$ cat src/rtl/redcmp_gate.sv
module redcmp_gate #(
  parameter int W       = 32,
  parameter int RED_DLY = 2
) (
  input  logic         clk_i,
  input  logic         rst_ni,
  input  logic         start_i,
  input  logic [W-1:0] op_a_i,
  input  logic [W-1:0] op_b_i,
  output logic [3:0]   grant_o,
  output logic         done_o,
  output logic         alert_o
);
  localparam logic [3:0] C_T = 4'b1010;
  localparam logic [3:0] C_F = 4'b0101;
  localparam int CW = $clog2(RED_DLY + 2) + 1;
  localparam logic [CW-1:0] CAP_C = CW'(RED_DLY - 1);
  localparam logic [CW-1:0] RED_C = CW'(RED_DLY);
  localparam logic [CW-1:0] FIN_C = CW'(RED_DLY + 1);

  logic          busy_q;
  logic [CW-1:0] cnt_q;
  logic [W-1:0]  pa_q, pb_q, ra_q, rb_q;
  logic [3:0]    prim_q, red_q, grant_q;
  logic          done_q, alert_q;

  logic accept, fin, agree_t, sane, bad;

  assign accept  = start_i && !busy_q;
  assign fin     = busy_q && (cnt_q == FIN_C);
  assign sane    = (prim_q == C_T) || (prim_q == C_F);
  assign agree_t = (prim_q == C_T) && (red_q == C_T);
  assign bad     = !sane || (prim_q != red_q);

  always_ff @(posedge clk_i or negedge rst_ni) begin
    if (!rst_ni) begin
      busy_q  <= 1'b0;
      cnt_q   <= '0;
      pa_q    <= '0;
      pb_q    <= '0;
      ra_q    <= '0;
      rb_q    <= '0;
      prim_q  <= 4'b0000;
      red_q   <= 4'b0000;
      grant_q <= C_F;
      done_q  <= 1'b0;
      alert_q <= 1'b0;
    end else begin
      done_q  <= 1'b0;
      grant_q <= C_F;
      alert_q <= (start_i && busy_q) || (fin && bad);
      if (accept) begin
        busy_q <= 1'b1;
        cnt_q  <= '0;
        pa_q   <= op_a_i;
        pb_q   <= op_b_i;
        prim_q <= 4'b0000;
        red_q  <= 4'b0000;
      end else if (busy_q) begin
        cnt_q <= cnt_q + 1'b1;
        if (cnt_q == '0)
          prim_q <= (pa_q == pb_q) ? C_T : C_F;
        if (cnt_q == CAP_C) begin
          ra_q <= ~op_a_i;
          rb_q <= ~op_b_i;
        end
        if (cnt_q == RED_C)
          red_q <= (ra_q == rb_q) ? C_T : C_F;
        if (fin) begin
          busy_q <= 1'b0;
          done_q <= 1'b1;
          if (agree_t && !bad)
            grant_q <= C_T;
        end
      end
    end
  end

  assign grant_o = grant_q;
  assign done_o  = done_q;
  assign alert_o = alert_q;

  initial begin
    assert (RED_DLY >= 1) else $error("RED_DLY must be at least 1");
  end

  p_grant_code_r5: assert property (@(posedge clk_i) disable iff (!rst_ni)
    (grant_o == C_T) || (grant_o == C_F));
  p_grant_with_done_r5: assert property (@(posedge clk_i) disable iff (!rst_ni)
    (grant_o == C_T) |-> done_o);
  p_grant_no_alert_r2: assert property (@(posedge clk_i) disable iff (!rst_ni)
    (grant_o == C_T) |-> !alert_o);
  p_done_pulse_r2: assert property (@(posedge clk_i) disable iff (!rst_ni)
    done_o |=> !done_o);
  p_done_from_busy_r4: assert property (@(posedge clk_i) disable iff (!rst_ni)
    done_o |-> $past(busy_q));
  p_mismatch_withheld_r6: assert property (@(posedge clk_i) disable iff (!rst_ni)
    (done_o && alert_o) |-> (grant_o == C_F));
  p_busy_start_alert_r7: assert property (@(posedge clk_i) disable iff (!rst_ni)
    (busy_q && start_i) |=> alert_o);
  p_busy_holds_ops_r7: assert property (@(posedge clk_i) disable iff (!rst_ni)
    (busy_q && $past(busy_q)) |-> ($stable(pa_q) && $stable(pb_q)));
endmodule

$ cat config.mk
export PLATFORM = sky130hd
export DESIGN_NAME = redcmp_gate
export DESIGN_NICKNAME = d
export VERILOG_FILES = /design/src/rtl/redcmp_gate.sv
export SDC_FILE = /design/constraint.sdc
export NUM_CORES = 1
export LEC_CHECK = 0
export ABC_AREA = 1
export BUFFER_PORTS_ARGS = -buffer_cell sky130_fd_sc_hd__buf_2
export CORE_MARGIN = 8
export CORE_UTILIZATION = 63
export CTS_CLUSTER_SIZE = 8
export DETAILED_ROUTE_END_ITERATION = 8
export PLACE_DENSITY = 0.94
export REMOVE_ABC_BUFFERS = 1
export SKIP_CTS_REPAIR_TIMING = 1
export SLEW_MARGIN = 10
export SYNTH_ARGS = -nofsm -noshare
export SYNTH_HDL_FRONTEND = slang
export SYNTH_SLANG_ARGS = --single-unit
$ cat constraint.sdc
create_clock -name clk_i -period 2.24 [get_ports clk_i]
set_input_delay 0.224 -clock clk_i [delete_from_list [all_inputs] [get_ports clk_i]]
set_output_delay 0.224 -clock clk_i [all_outputs]
set_load 0.01 [all_outputs]
==> results.ini <==
[global_routing]
grt_max_degree = 103
antenna_found_initial = 0
first_global_vias = 5405
grt_usage_pct = 21.5
grt_pass1_wl_um = 24500
overflow = 0

[power]
powerDensity_nw_per_um2 = 1460
ir_worst_vdd_mv = 0.852
power.leakage_nw = 4.29

[clock_network]
clk_pin_slew_ns = 0.07
cts_tree = done
h-tree-depth = 4
clkSinkCount = 140
numCtsBuffers = 17
clk_latency_ns = 0.53
cts_root_buf = clkbuf_8
clock_path_buffers = 2

[job]
drv_cap = 0

[critical_path]
end_kind = flip-flop
cp-start-kind = flip-flop
crit_type = reg2reg
critPathMaxFanout = 30
arrival_ns = 2.22
worstPathRequired_ns = 2.70

[final_layout]
postLayoutCellArea_um2 = 8260
n_antenna_cell = 0
area_delta_synth_final_pct = 25.0
final_nets = 976
post-route-util_pct = 80.4
layout-drive-gt1-share_pct = 19.0
instances_no_fill = 1051
final_common_cell = nand2_1
mostFrequentLayoutCells = 304 x nand2_1, 139 x dfrtp_1, 85 x inv_1, 71 x buf_2, 65 x dlygate4sd3_1

[floorplan]
initial_core_util_pct = 64.3
die-area_um2 = 14000
die_y_um = 118
die-width_um = 118
num_rows = 37
core_um2 = 10300
ios = 73

[sta]
fin_crit_sh_pct = 78.6
final.min_clock_period_ns = 1.76
rsz0062_at_grt = false
fin_skew_ns = 0.0129
holdWs_ns = 0.0483
max_freq_mhz = 568
slew_violations = 0
setup_tns_ns = 0
finalSetupViolations = 0
tightest_slew_ns = 1.02
hold_viol_final = 0
max-slew-margin-rel_pct = 32.2

[drt]
route.detailed.drc = 0
dr.first_iter.drc_count = 434
routed-via-count = 5626
dr.pass1.iters = 6
antenna_left = 0
wire_per_inst_um = 16.3
wl_um = 17200
vias_per_cell = 5.35

[synth]
synth_seq_cells = 140
yosysWarningCount = 0
synth_cells = 771
mappedNetlistArea_um2 = 6610
yosysTopAreaCellShare_pct = 52.6
syn_area_per_cell_um2 = 8.57
yosysSeqAreaShare_pct = 53.0
yosys-top-cells-area = dfrtp_1 53%, nand2_1 17%, o21ai_2 8.5%
synth_top_cell_by_area = dfrtp_1
synth_cell_types = 20

[place]
hpwl_um = 9210
place_area_um2 = 7000
place_inst = 955
port_buffers = 72
place.gp.congestion = 0.786

[hold_path]
hp-class = in2reg

[outcome]
status = finished, final reports clean

[per-stage QoR]
stage / setup slack [ns] / power, mW
5_1_grt: 0.345 / 12.9
3_5_place_dp: 0.632 / 8.69
2_1_floorplan: -1.50 / 7.61
6_report: 0.480 / 12.1
3_3_place_gp: 0.675 / 8.34
4_1_cts: 0.523 / 11.8
[routing by layer]
metal	wire, µm	GRT usage [%]
met5	0	0
met4	639	9.01
met3	957	5.14
met2	9050	38.6
met1	6520	24.0
[cell type report]
class	instances	area, µm²
fillers	566	2020
well taps	136	170
multi-input cells	516	2540
clock inverters	10	165
inverters	85	319
clock buffers	21	449
repair buffers	143	1110
flip-flops and latches	140	3500
[sequential cells by signal, summed over array words and instances, names as in the netlist]
register and flops:
cnt_q 3, rb_q 32, ra_q 32, alert_o 1, busy_q 1, red_q 2, pa_q 32, grant_o 2
done_o 1, pb_q 32, prim_q 2
[cells in the mapped netlist, drive strengths merged]
cell    instances
o21ai         107
dfstp           1
dfrtp         139
nand2         304
xnor2           4
nor4            1
clkbuf          2
ha              6
nand3           8
buf            28
o22ai           2
nor2           60
xor2           24
inv            85
[logic make-up (layout without fill, tap and decap cells)]
logic type / Yosys count / after routing / share of synthesized area [%]
fa+ha+maj: 6 / 6 / 1.14
buf+inv: 115 / 259 / 8.73
simple gates: 373 / 373 / 21.5
compound gates: 109 / 109 / 11.9
flops: 140 / 140 / 53.0
xor+xnor: 28 / 28 / 3.71
[worst paths after layout]
check                        start        to  slack (ns)  cells after the start
setup / recovery            busy_q  pa_q[12]        0.48                      4
hold / removal             start_i  cnt_q[2]        0.05                      4
setup reg to reg            busy_q  pa_q[12]        0.48                      4
hold reg to reg            pb_q[1]   pb_q[1]        0.50                      2
max in group asynchronous   rst_ni   pb_q[9]        1.31                      3
min in group asynchronous   rst_ni  pb_q[23]        0.15                      2
[worst max-delay path, stage by stage, from the launching register on]
cell	delay, ns
dfrtp_1	0.54
nor2_4	0.09
inv_1	0.75
nand2_1	0.15
nand2_1	0.16
[report_power, final]
group	switching [mW]	internal, mW
combinational	2.76	1.72
sequential	0.940	3.74
clock	1.05	1.87
No activity file was read; power rests on OpenSTA's default activity.
